## config.mk

```make
export PLATFORM = sky130hd
export DESIGN_NAME = cr_bank
export DESIGN_NICKNAME = d
export VERILOG_FILES = /design/src/rtl/cr_pkg.sv /design/src/rtl/cr_idx_decode.sv /design/src/rtl/cr_prio_check.sv /design/src/rtl/cr_xlat_view.sv /design/src/rtl/cr_bank.sv
export SDC_FILE = /design/constraint.sdc
export NUM_CORES = 1
export LEC_CHECK = 0
export ABC_AREA = 1
export BUFFER_PORTS_ARGS = -buffer_cell sky130_fd_sc_hd__buf_2
export CORE_ASPECT_RATIO = 1.25
export CORE_MARGIN = 3
export CORE_UTILIZATION = 40
export DETAILED_ROUTE_END_ITERATION = 8
export PLACE_DENSITY = 0.7
export SETUP_SLACK_MARGIN = 0.2
export SLEW_MARGIN = 20
export SYNTH_ARGS = -nofsm -noshare
export SYNTH_HDL_FRONTEND = slang
export SYNTH_SLANG_ARGS = --single-unit
```

## constraint.sdc

```tcl
create_clock -name clk -period 4 [get_ports clk]
set_input_delay 0.8 -clock clk [delete_from_list [all_inputs] [get_ports clk]]
set_output_delay 0.8 -clock clk [all_outputs]
set_load 0.02 [all_outputs]
```

## src/rtl/cr_pkg.sv

```systemverilog
package cr_pkg;
    localparam int XLEN    = 32;
    localparam int IDX_W   = 4;
    localparam int PRIO_W  = 4;
    localparam int CTX_W   = 12;
    localparam int BASE_W  = XLEN - CTX_W;

    typedef enum logic [2:0] {
        AK_NONE,
        AK_RSV,
        AK_MODE,
        AK_FAULT,
        AK_BASE,
        AK_FEAT,
        AK_PRIO
    } acc_kind_e;

    typedef struct packed {
        logic [XLEN-1:0] mode;
        logic [XLEN-1:0] fault;
        logic [XLEN-1:0] base;
        logic [XLEN-1:0] feat;
        logic [XLEN-1:0] prio;
    } cr_state_t;

    function automatic logic prio_ok(input logic [XLEN-1:0] d);
        return d[XLEN-1:PRIO_W] == '0;
    endfunction
endpackage

```

## src/rtl/cr_idx_decode.sv

```systemverilog
module cr_idx_decode
    import cr_pkg::*;
(
    input  logic             en,
    input  logic [IDX_W-1:0] idx,
    output acc_kind_e        kind
);
    always_comb begin
        kind = AK_NONE;
        if (en) begin
            case (idx)
                IDX_W'(0): kind = AK_MODE;
                IDX_W'(2): kind = AK_FAULT;
                IDX_W'(3): kind = AK_BASE;
                IDX_W'(4): kind = AK_FEAT;
                IDX_W'(8): kind = AK_PRIO;
                default:   kind = AK_RSV;
            endcase
        end
    end
endmodule

```

## src/rtl/cr_prio_check.sv

```systemverilog
module cr_prio_check
    import cr_pkg::*;
(
    input  logic [XLEN-1:0] wdata,
    output logic            legal
);
    assign legal = prio_ok(wdata);
endmodule

```

## src/rtl/cr_xlat_view.sv

```systemverilog
module cr_xlat_view
    import cr_pkg::*;
(
    input  logic              pg_en,
    input  logic              cid_en,
    input  logic [XLEN-1:0]   base_reg,
    output logic [BASE_W-1:0] pg_base,
    output logic              pg_base_vld,
    output logic [CTX_W-1:0]  ctx_tag
);
    assign pg_base     = base_reg[XLEN-1:CTX_W];
    assign pg_base_vld = pg_en;
    assign ctx_tag     = cid_en ? base_reg[CTX_W-1:0] : '0;
endmodule

```

## src/rtl/cr_bank.sv

```systemverilog
module cr_bank
    import cr_pkg::*;
#(
    parameter int PG_BIT  = 31,
    parameter int CID_BIT = 17
) (
    input  logic              clk,
    input  logic              rst,
    input  logic              acc_en,
    input  logic              acc_we,
    input  logic [IDX_W-1:0]  acc_idx,
    input  logic [XLEN-1:0]   acc_wdata,
    output logic [XLEN-1:0]   rd_data,
    input  logic              fault_vld,
    input  logic [XLEN-1:0]   fault_addr,
    output logic              undef_pulse,
    output logic              prot_pulse,
    output logic [BASE_W-1:0] pg_base,
    output logic              pg_base_vld,
    output logic [CTX_W-1:0]  ctx_tag
);
    acc_kind_e kind;
    logic      wr_legal;
    cr_state_t st;

    cr_idx_decode u_dec (.en(acc_en), .idx(acc_idx), .kind(kind));
    cr_prio_check u_chk (.wdata(acc_wdata), .legal(wr_legal));
    cr_xlat_view  u_view (
        .pg_en       (st.mode[PG_BIT]),
        .cid_en      (st.feat[CID_BIT]),
        .base_reg    (st.base),
        .pg_base     (pg_base),
        .pg_base_vld (pg_base_vld),
        .ctx_tag     (ctx_tag)
    );

    always_comb begin
        case (kind)
            AK_MODE:  rd_data = st.mode;
            AK_FAULT: rd_data = st.fault;
            AK_BASE:  rd_data = st.base;
            AK_FEAT:  rd_data = st.feat;
            AK_PRIO:  rd_data = st.prio;
            default:  rd_data = '0;
        endcase
    end

    always_ff @(posedge clk) begin
        if (rst) begin
            st          <= '0;
            undef_pulse <= 1'b0;
            prot_pulse  <= 1'b0;
        end else begin
            undef_pulse <= (kind == AK_RSV);
            prot_pulse  <= acc_we && (kind == AK_PRIO) && !wr_legal;
            if (acc_we) begin
                case (kind)
                    AK_MODE: st.mode <= acc_wdata;
                    AK_BASE: st.base <= acc_wdata;
                    AK_FEAT: st.feat <= acc_wdata;
                    AK_PRIO: if (wr_legal) st.prio <= acc_wdata;
                    default: ;
                endcase
            end
            if (fault_vld) st.fault <= fault_addr;
        end
    end

    // a trapping access leaves every software-writable register alone
    p_undef_hold_r2: assert property (@(posedge clk) disable iff (rst)
        undef_pulse |-> ($stable(st.mode) && $stable(st.base) &&
                         $stable(st.feat) && $stable(st.prio)));

    // fault address lands in index 2 at the fault edge
    p_fault_load_r3: assert property (@(posedge clk) disable iff (rst)
        fault_vld |=> (st.fault == $past(fault_addr)));

    // without a fault, index 2 never moves
    p_fault_ro_r4: assert property (@(posedge clk) disable iff (rst)
        !fault_vld |=> $stable(st.fault));

    // the valid flag follows the paging-enable bit
    p_base_vld_r5: assert property (@(posedge clk) disable iff (rst)
        pg_base_vld == st.mode[PG_BIT]);

    // reserved priority bits stay zero, refused writes leave the value
    p_prio_rsv_r7: assert property (@(posedge clk) disable iff (rst)
        st.prio[XLEN-1:PRIO_W] == '0);
    p_prot_hold_r7: assert property (@(posedge clk) disable iff (rst)
        prot_pulse |-> $stable(st.prio));

    // the two exception pulses are exclusive
    p_excl_r9: assert property (@(posedge clk) disable iff (rst)
        !(undef_pulse && prot_pulse));
endmodule

```

After elaboration in Yosys (flattened, before gate mapping)
Cells that the tools add are included.
{"block": "op_classes", "eq_ne": 10, "n_mux": 4, "n_reduce_logical": 9}
{"op": "$pmux 32 s5", "count": 1}
{"op": "$logic_not 28->1", "count": 1}
{"op": "$pmux 3 s5", "count": 1}
{"op": "$mux 12", "count": 1}
{"op": "$eq 3x3->1 const B", "count": 3}
{"op": "$eq 4x2->1 const B", "count": 2}
{"op": "$eq 3x2->1 const B", "count": 2}
{"op": "$reduce_and 2->1", "count": 3}
{"op": "$eq 4x3->1 const B", "count": 1}
{"op": "$eq 4x4->1 const B", "count": 1}
{"op": "$logic_not 4->1", "count": 1}
{"op": "$eq 3x1->1 const B", "count": 1}
{"op": "$mux 3", "count": 1}
{"op": "$reduce_and 3->1", "count": 1}
{"op": "$logic_and 1x1->1", "count": 2}
{"op": "$logic_not 1->1", "count": 1}
{"block": "totals", "ff_bits": 162, "inputBits": 73, "output_inout_bits": 67}

Longest topological paths before layout
Gate-level depths: netlist of the first run.
{"block": "depth", "word_depth": 6, "ltp_mapped": 12, "mapped_depth_nobuf": 11}

By module
From an unflattened synthesis of the first run, not the netlist that was laid out.
{"block": "unflattened", "cells_unflattened": 1316, "hier_area_um2": 8296.7}
{"module": "cr_bank", "instances": 1, "cells_per_inst": 1216, "area_each_um2": 7816.2, "seq_area_each_um2": 3243.1}
{"module": "cr_xlat_view", "instances": 1, "cells_per_inst": 46, "area_each_um2": 259.0, "seq_area_each_um2": 0.0}
{"module": "cr_idx_decode", "instances": 1, "cells_per_inst": 27, "area_each_um2": 117.6, "seq_area_each_um2": 0.0}
{"module": "cr_prio_check", "instances": 1, "cells_per_inst": 27, "area_each_um2": 103.8, "seq_area_each_um2": 0.0}

Worst setup path before layout of the first run
OpenSTA, ideal clock, no wires.
{"block": "synth_timing", "path_type": "input-to-output", "start": "input acc_idx[1]", "end": "output rd_data[18]", "arrival_time_ns": 2.020, "t_required_ns": 3.200, "path_slack_ns": 1.180, "path_stages": 10, "path_cell_list": "nor2_2 nand2_1 nand2_1 nand2_2 nor2_4 nand2_1 buf_2 o21ai_0 nor2_1 nand3_1"}
{"block": "synth_between", "elab_chain_cells": 5, "elab_cells_between_ends": 13, "classes_between": "9 x eq/ne; 3 x mux; 1 x reduce/logical"}
{"element": "from (decl)", "line_no": "cr_bank.sv:11", "text": "input logic [IDX_W-1:0] acc_idx,"}
{"element": "$eq 4x4->1 (tied with other cells)", "line_no": "cr_idx_decode.sv:11", "text": "case (idx)"}
{"element": "$pmux 3 s5 (*)", "line_no": "cr_idx_decode.sv:11"}
{"element": "$mux 3 (*)", "line_no": "cr_idx_decode.sv:10", "text": "if (en) begin"}
{"element": "$eq 3x3->1 or $eq 3x2->1 (tied branches)", "line_no": "cr_bank.sv:38", "text": "case (kind)"}
{"element": "$pmux 32 s5 (*)", "line_no": "cr_bank.sv:38"}
{"element": "to (decl)", "line_no": "cr_bank.sv:13", "text": "output logic [XLEN-1:0] rd_data,"}
Every way passes the cells marked *; elsewhere a longest branch is shown, timed or not.

Worst setup path in the final report of the first run
{"block": "layout_timing", "start": "input acc_idx[1]", "end": "output rd_data[19]"}
The elaborated chain is that of the path after synthesis.

==> reports/metrics.yaml, run 1 <==
cts:
  path_clk_slew_ns: 0.06
  cts_resized: 0
  post_cts_buffers: 0
  cts-root-buf: "clkbuf_16"
  clock_latency_ns: 0.43
  numCtsBuffers: 17
  cts_max_level: 4
  cts_buffer_depth: 2
  cts_tree: "done"
  cts_hold_buf: 0
  cts_sinks: 162
power:
  pwr-share-seq: 0.467
  p_comb_frac: 0.075
  p_sw_frac: 0.2382
  p_leak_nw: 3.789
  p_per_area_mw_per_mm2: 420.6
  p_int_mw: 2.752
  p_clk_frac: 0.458
  irDropWorstVdd_v: 0.0002774
  p_sw_mw: 0.8606
sta:
  skew_ns: 0
  setup_slack_ns: 0.5359
  tns_ns: 0
  finalHoldViolations: 0
  setup_viol: 0
  fmax_mhz: 288.7
  period_share: 0.8660
  fin_crit_ns: 3.464
  slew_violations: 0
  tightest_slew_ns: 0.9393
  rsz0062_at_grt: "no"
  slew_headroom: 0.3731
  whs_ns: 0.4365
synth:
  synth_enable_flop_cells: 0
  synth_top_cell_by_area: "dfxtp_1"
  synth_top_family_by_area: "simple AND/OR/NAND/NOR gates"
  async_reset_ff_frac: 0
  yosysSeqAreaShare: 0.4437
  synth_area_mm2: 0.007310
  synth_cell_types: 25
  synthXorXnorAreaFrac: 0
  synth_simple_gate_area_frac: 0.3179
  synth_fa_ha_area_frac: 0
  yosys-top-cells-area: "dfxtp_1 (44%), nor2_1 (13%), o21ai_0 (7.7%)"
  yosysTopAreaCellShare: 0.4437
  netlist_instances: 1083
  synthMuxAreaShare: 0
  ys_seq_elements: 162
  synth.most_common_cell: "nor2_1"
  synthFlopType: "dfxtp_1"
  syn_nets: 1156
  synthTopCellsByCount: "nor2_1 (251), dfxtp_1 (162), nand2_1 (140), inv_1 (126), o21ai_0 (113)"
  yosys_warnings: 0
  synth-compound-area-share: 0.1113
  avgSynthCellArea_um2: 6.749
floorplan:
  die_w_um: 126.9
  die_height_um: 157.1
  ios: 140
  core_mm2: 0.01770
  num_rows: 54
  die-area_mm2: 0.01994
  initial_utilization: 0.4129
drt:
  routed_wl_um: 22020
  dr.pass1.iters: 5
  final_antenna_net_count: 0
  met3_length_um: 1444
  routed-wl-met2_um: 9967
  highest_layer: "met4"
  wl_met1_um: 10040
  drcViolationCount: 0
  via_per_inst: 5.057
  drt_iter0_markers: 583
  vias: 7110
  wl_per_cell_um: 15.66
grt:
  grt_pass1_wl_um: 34490
  grt_max_degree: 101
  groute.usage.overall: 0.2180
  antenna_found_initial: 0
  grt_pass1_vias: 6459
  grt_overflow_total: 0
finish:
  design_area_mm2: 0.008591
  syn_to_final_growth_pct: 17.53
  nNetsFinal: 1243
  fin_cells: 1406
  drive_above_1_share: 0.1685
outcome:
  status: "completed"
setup_path:
  worstPathArrival_ns: 2.66
  crit_required_ns: 3.20
  r2r_slack_ns: 2.87
  crit_fanout: 12
  end_kind: "output pin"
  start_kind: "primary input"
  r2r_end: "st[49]"
  r2r_start: "st[49]"
  worstRegToRegCells: 2
  crit_type: "primary input to output pin"
placed_design:
  numPortBuffers: 139
  dpl.hpwl_um: 15330
  pre_cts_ws_ns: 0.5693
  dp.cells: 1375
  placedInstanceArea_mm2: 0.007996
  finalWeightedCongestion: 0.9169
hold_path:
  min_path_type: "flip-flop to flip-flop"
  whs_path_depth: 2
  min_from: "st[5]"
  min_to: "st[5]"
job:
  drv_cap: 0
critical path: stages:
cell and delay [ns]:
buf_2 0.13, nor2_2 0.14, nand2_1 0.11, nand2_1 0.09, nand2_2 0.08, nor2_1 0.43
nand2_1 0.10, inv_1 0.37, nand2_1 0.12, nand4_1 0.12, buf_2 0.17
layout by cell type, fill, tap and decap left out, drive strengths merged, types with 3 or more instances in the layout:
cell type and n:
clkbuf 21, buf 155, bufinv 3, nand3 97
inv 129, o21ai 128, clkinvlp 3, nor2 255
a21oi 32, dfxtp 162, nand4 18, nand2 143
nor3 30
per-layer routing:
layer / track usage / vias up
li1: - / 3573
met1: 0.3000 / 3228
met2: 0.3383 / 268
met3: 0.04073 / 41
met4: 0.08840 / 0
met5: 0 / -
final cells by class:
| class | instances | area, um^2 |
|---|---|---|
| clock buffers | 21 | 460.4 |
| well taps | 224 | 280.3 |
| clock inverters | 9 | 131.4 |
| repair buffers | 155 | 853.3 |
| diodes | 1 | 2.502 |
| multi-input cells | 706 | 3139 |
| flip-flops and latches | 162 | 3243 |
| fillers | 1822 | 9111 |
| inverters | 128 | 480.5 |
worst max path at each step:
stage	end	startpoint	depth (start not counted)	slack [ns]
after floorplan	rd_data[18]	acc_idx[1]	10	1.18
after global placement	rd_data[30]	acc_idx[1]	11	0.57
after detailed placement	rd_data[19]	acc_idx[1]	11	0.57
after CTS	rd_data[19]	acc_idx[1]	11	0.56
after global routing	rd_data[4]	acc_idx[3]	12	0.30
final	rd_data[19]	acc_idx[1]	11	0.54
power groups by stage:
stage | sequential [mW] | combinational (mW) | clock [mW]
after CTS | 1.69 | 0.270 | 1.68
after global routing | 1.69 | 0.302 | 1.76
final | 1.69 | 0.271 | 1.66
after floorplan | 1.71 | 0.169 | 0
after global placement | 1.72 | 0.266 | 0
after detailed placement | 1.72 | 0.269 | 0
state kept, by name, indices dropped and copies added (netlist names):
register,count
undef_pulse,1
prot_pulse,1
st,160
kinds of logic (layout without fill, tap and decap cells):
family | after synthesis | in the layout
AND/OR/NAND/NOR | 545 | 545
AO/OA/AOI/OAI | 161 | 161
other | 0 | 1
buffers and inverters | 215 | 313
flip-flops | 162 | 162
metrics by stage:
stage | utilization | power [mW]
3_5_place_dp | 0.4517 | 1.989
2_1_floorplan | - | 1.879
3_3_place_gp | 0.4517 | 1.988
6_report | 0.4853 | 3.613
4_1_cts | 0.4852 | 3.631
5_1_grt | 0.4852 | 3.748
Power figures use the tool's default switching activity.
==> inputs of run 2 (changes only) <==
--- a/config.mk
+++ b/config.mk
@@ -10,6 +10,7 @@
 export CORE_ASPECT_RATIO = 1.25
 export CORE_MARGIN = 3
 export CORE_UTILIZATION = 40
+export CTS_BUF_LIST = sky130_fd_sc_hd__clkbuf_2
 export DETAILED_ROUTE_END_ITERATION = 8
 export PLACE_DENSITY = 0.7
 export SETUP_SLACK_MARGIN = 0.2
==> run 2 against run 1 <==
  * Fmax about the same
  * Critical path type unchanged
  * Combinational power about the same
  * Global-route usage down 0.18 points
  * Clock power down 45%
  * Power down 21%
  * Routed wire length down 1.3%
  * Clock skew unchanged
==> reports/metrics.yaml, run 2 (synthesis gave the netlist of run 1 again) <==
cts:
  cts-root-buf: "clkbuf_2"
  post_cts_buffers: 0
  cts_resized: 0
  cts_tree: "done"
  numCtsBuffers: 17
  clock_latency_ns: 0.75
  cts_hold_buf: 0
  path_clk_slew_ns: 0.21
  cts_buffer_depth: 2
  cts_sinks: 162
  cts_max_level: 4
floorplan:
  die_w_um: 126.9
  initial_utilization: 0.4129
  die_height_um: 157.1
  die-area_mm2: 0.01994
  core_mm2: 0.01770
  num_rows: 54
  ios: 140
grt:
  grt_pass1_vias: 6391
  groute.usage.overall: 0.2162
  antenna_found_initial: 1
  grt_pass1_wl_um: 34240
  grt_overflow_total: 0
  grt_max_degree: 101
drt:
  dr.pass1.iters: 5
  routed_wl_um: 21730
  drcViolationCount: 0
  wl_per_cell_um: 15.44
  drt_iter0_markers: 621
  final_antenna_net_count: 0
  vias: 7031
  via_per_inst: 4.997
finish:
  nNetsFinal: 1243
  top_register: "st"
  final_common_cell: "nor2_1"
  syn_to_final_growth_pct: 12.67
  drive_above_1_share: 0.1685
  largestRegisters: "st x160, prot_pulse x1, undef_pulse x1"
  mostFrequentLayoutCells: "nor2_1 (251), dfxtp_1 (162), nand2_1 (140), buf_2 (139), inv_1 (125)"
  largest_reg_flops: 160
setup_path:
  r2r_end: "st[49]"
  crit_required_ns: 3.20
  cp_num_cells: 11
  slowest_delay_ns: 0.42
  critPathSlowestCell: "nor2_1"
  start_kind: "primary input"
  end_kind: "output pin"
  crit_type: "primary input to output pin"
  crit_fanout: 12
  worstRegToRegCells: 2
  crit_path_end: "rd_data[24]"
  worstPathCellList: "buf_2 > nor2_2 > nand2_1 > nand2_1 > nand2_2 > nor2_1 > nand2_1 > inv_1 > nand2_1 > nand4_1 > buf_2"
  cpMostUsedCell: "nand2_1"
  r2r_slack_ns: 2.83
  crit_buf_inv: 3
  path_delay_family: "simple AND/OR/NAND/NOR gates"
  worstPathArrival_ns: 2.66
  r2r_start: "st[49]"
  startpoint: "acc_idx[1]"
sta:
  fin_crit_ns: 3.462
  finalHoldViolations: 0
  skew_ns: 0
  setup_viol: 0
  fmax_mhz: 288.9
  tns_ns: 0
  period_share: 0.8654
  slew_violations: 0
  slew_headroom: 0.3759
  rsz0062_at_grt: "no"
  tightest_slew_ns: 0.9352
power:
  p_per_area_mw_per_mm2: 348.0
  p_total_mw: 2.866
  p_leak_nw: 3.645
  irDropWorstVdd_v: 0.0001196
hold_path:
  min_from: "fault_addr[12]"
  min_path_type: "primary input to flip-flop"
placed_design:
  dpl.hpwl_um: 15330
  numPortBuffers: 139
  finalWeightedCongestion: 0.9169
job:
  drv_cap: 0
outcome:
  status: "completed"
[run 2: cell types whose count changed in the layout (fill, tap and decap cells not counted)]
cell       delta
clkinv_1      +2
clkbuf_2     +19
clkbuf_8      -2
diode_2       +1
clkbuf_16    -17
clkbuf_1      -2
[run 2: per-stage QoR]
stage | area [um^2] | hold WS (ns) | worst slack, ns | instances | util
6_report | 8235 | 0.2595 | 0.5384 | 1407 | 0.4652
5_1_grt | 8233 | 0.1675 | 0.3029 | 1406 | 0.4651
4_1_cts | 8230 | 0.1968 | 0.5556 | 1405 | 0.4649
3_5_place_dp | 7996 | 0.4293 | 0.5693 | 1375 | 0.4517
3_3_place_gp | 7996 | 0.4231 | 0.5679 | 1375 | 0.4517
2_1_floorplan | 7310 | 0.4168 | 1.180 | 1083 | -
[run 2: final cells by class]
type	instances	area, um^2
antenna	2	5.005
fill	1872	9467
clock buffer	19	95.09
tap	224	280.3
clock inverter	11	138.9
timing repair buffer	155	853.3
multi-input combinational	706	3139
inverter	128	480.5
sequential	162	3243
[run 2: worst register-to-register path, stage by stage, from the launching register on]
cell and delay [ns]:
dfxtp_1 0.88, nor2_1 0.11, nor2_1 0.14
[run 2: metal layers]
layer	vias up	part of all wire	track usage
met2	231	0.45	0.3360
met4	0	0.021	0.07205
li1	3577	-	-
met5	-	0	0
met3	33	0.061	0.04311
met1	3190	0.46	0.3019
[run 2: power by group]
group	switching [mW]	internal (mW)	total (mW)	leakage (nW)
clock	0.564	0.342	0.906	0.137
combinational	0.183	0.0870	0.270	2.19
sequential	0.0283	1.66	1.69	1.32
[run 2: how the worst min path moves through the flow]
stage | slack [ns] | depth (start not counted) | endpoint
global route | 0.17 | 3 | st[123]
CTS | 0.20 | 3 | st[108]
global placement | 0.42 | 2 | st[14]
detailed placement | 0.43 | 2 | st[5]
finish | 0.26 | 3 | st[108]
floorplan | 0.42 | 2 | st[12]
==> inputs of run 3 (changes only) <==
--- a/config.mk
+++ b/config.mk
@@ -9,10 +9,10 @@
 export BUFFER_PORTS_ARGS = -buffer_cell sky130_fd_sc_hd__buf_2
 export CORE_ASPECT_RATIO = 1.25
 export CORE_MARGIN = 3
-export CORE_UTILIZATION = 40
+export CORE_UTILIZATION = 60
 export CTS_BUF_LIST = sky130_fd_sc_hd__clkbuf_2
 export DETAILED_ROUTE_END_ITERATION = 8
-export PLACE_DENSITY = 0.7
+export PLACE_DENSITY = 0.95
 export SETUP_SLACK_MARGIN = 0.2
 export SLEW_MARGIN = 20
 export SYNTH_ARGS = -nofsm -noshare
==> run 3 against run 2 <==
  * Setup slack worse by 0.039 ns
  * Sequential power about the same
  * Clock-buffer cell count down 1
  * Via count up 2.5%
  * Sequential cell count unchanged
  * Clock power down 17%
  * Fmax down 1.1%
  * Power down 5.6%
  * Core utilization up 22 points
  * Largest power group unchanged
==> reports/metrics.yaml, run 3 (synthesis gave the netlist of run 1 again) <==
cts:
  cts_max_level: 4
  path_clk_slew_ns: 0.21
  cts-root-buf: "clkbuf_2"
  cts_hold_buf: 0
  cts_buffer_depth: 2
  post_cts_buffers: 0
  numCtsBuffers: 17
  cts_resized: 0
  cts_tree: "done"
  cts_sinks: 162
  clock_latency_ns: 0.71
drt:
  final_antenna_net_count: 0
  via_per_inst: 5.364
  vias: 7204
  dr.pass1.iters: 6
  drt_iter0_markers: 754
  drcViolationCount: 0
  routed_wl_um: 19710
  wl_per_cell_um: 14.68
finish:
  top_register: "st"
  largest_reg_flops: 160
  final_common_cell: "nor2_1"
  syn_to_final_growth_pct: 10.54
  drive_above_1_share: 0.1702
  design_area_mm2: 0.008080
  nNetsFinal: 1243
  mostFrequentLayoutCells: "nor2_1 (251), dfxtp_1 (162), nand2_1 (140), buf_2 (139), inv_1 (125)"
  largestRegisters: "st x160, prot_pulse x1, undef_pulse x1"
placed_design:
  pre_cts_ws_ns: 0.5410
  placedInstanceArea_mm2: 0.007893
  dpl.hpwl_um: 13640
  finalWeightedCongestion: 0.9157
  numPortBuffers: 139
setup_path:
  worstRegToRegCells: 2
  end_kind: "output pin"
  worstPathArrival_ns: 2.70
  crit_type: "primary input to output pin"
  r2r_end: "st[49]"
  r2r_start: "st[49]"
  crit_fanout: 12
  crit_required_ns: 3.20
  r2r_slack_ns: 2.91
  start_kind: "primary input"
job:
  drv_cap: 0
floorplan:
  die_height_um: 129.4
  ios: 140
  die-area_mm2: 0.01355
  initial_utilization: 0.6204
  num_rows: 44
  die_w_um: 104.7
  core_mm2: 0.01178
hold_path:
  min_to: "st[111]"
  min_path_type: "primary input to flip-flop"
  min_from: "fault_addr[15]"
  whs_path_depth: 3
grt:
  grt_pass1_vias: 6362
  groute.usage.overall: 0.2871
  grt_max_degree: 134
  grtUsageMet1: 0.3906
  grt_pass1_wl_um: 31380
  grt_overflow_total: 0
  grt.busiest_layer: "met2"
  antenna_found_initial: 3
  grt_use_met3: 0.05929
  grt_use_met2: 0.4522
sta:
  finalHoldViolations: 0
  skew_ns: 0
  whs_ns: 0.2959
  setup_viol: 0
  slew_violations: 0
  fmax_mhz: 285.6
  slew_headroom: 0.4109
  rsz0062_at_grt: "no"
  setup_slack_ns: 0.4989
  tns_ns: 0
  tightest_slew_ns: 0.8827
  fin_crit_ns: 3.501
  period_share: 0.8753
power:
  p_per_area_mw_per_mm2: 334.8
  p_total_mw: 2.705
  irDropWorstVdd_v: 0.0001760
  p_leak_nw: 3.615
outcome:
  status: "completed"
run 3: layout make-up:
type                       count  area [um^2]
fill                         988         3701
sequential                   162         3243
multi-input combinational    706         3139
timing repair buffer         155        828.3
inverter                     128        480.5
tap                          161        201.4
clock inverter                12        95.09
clock buffer                  18        90.09
antenna                        1        2.502
run 3: worst max path at each step:
stage | end | slack (ns) | startpoint
floorplan | rd_data[18] | 1.18 | acc_idx[1]
global placement | rd_data[30] | 0.66 | acc_idx[1]
detailed placement | rd_data[30] | 0.54 | acc_idx[1]
CTS | rd_data[30] | 0.54 | acc_idx[1]
global route | rd_data[24] | 0.30 | acc_idx[3]
finish | rd_data[30] | 0.50 | acc_idx[1]
run 3: stage by stage:
| step | std cells | utilization |
|---|---|---|
| finish | 1343 | 0.6859 |
| CTS | 1342 | 0.6856 |
| global route | 1343 | 0.6859 |
| global placement | 1312 | 0.6699 |
| floorplan | 1083 | - |
| detailed placement | 1312 | 0.6699 |
run 3: routing by layer:
metal,part of all wire,wire (um),vias up
li1,-,-,3574
met1,0.42,8204,3226
met2,0.47,9197,344
met3,0.087,1712,56
met4,0.029,569,4
met5,0.0014,27,-
run 3: power breakdown:
part	switching, mW	total (mW)	leakage, nW	internal (mW)
Sequential	0.0249	1.69	1.32	1.66
Clock	0.545	0.755	0.117	0.210
Combinational	0.178	0.264	2.18	0.0859
Total	0.748	2.70	3.62	1.96
run 3: worst max-delay path, stage by stage:
cell and delay (ns):
buf_2 0.13, nor2_2 0.14, nand2_1 0.12, nand2_1 0.09, nand2_2 0.08, nor2_1 0.40, nand2_1 0.12, inv_1 0.38
nand2_1 0.13, nand4_1 0.13, buf_2 0.17
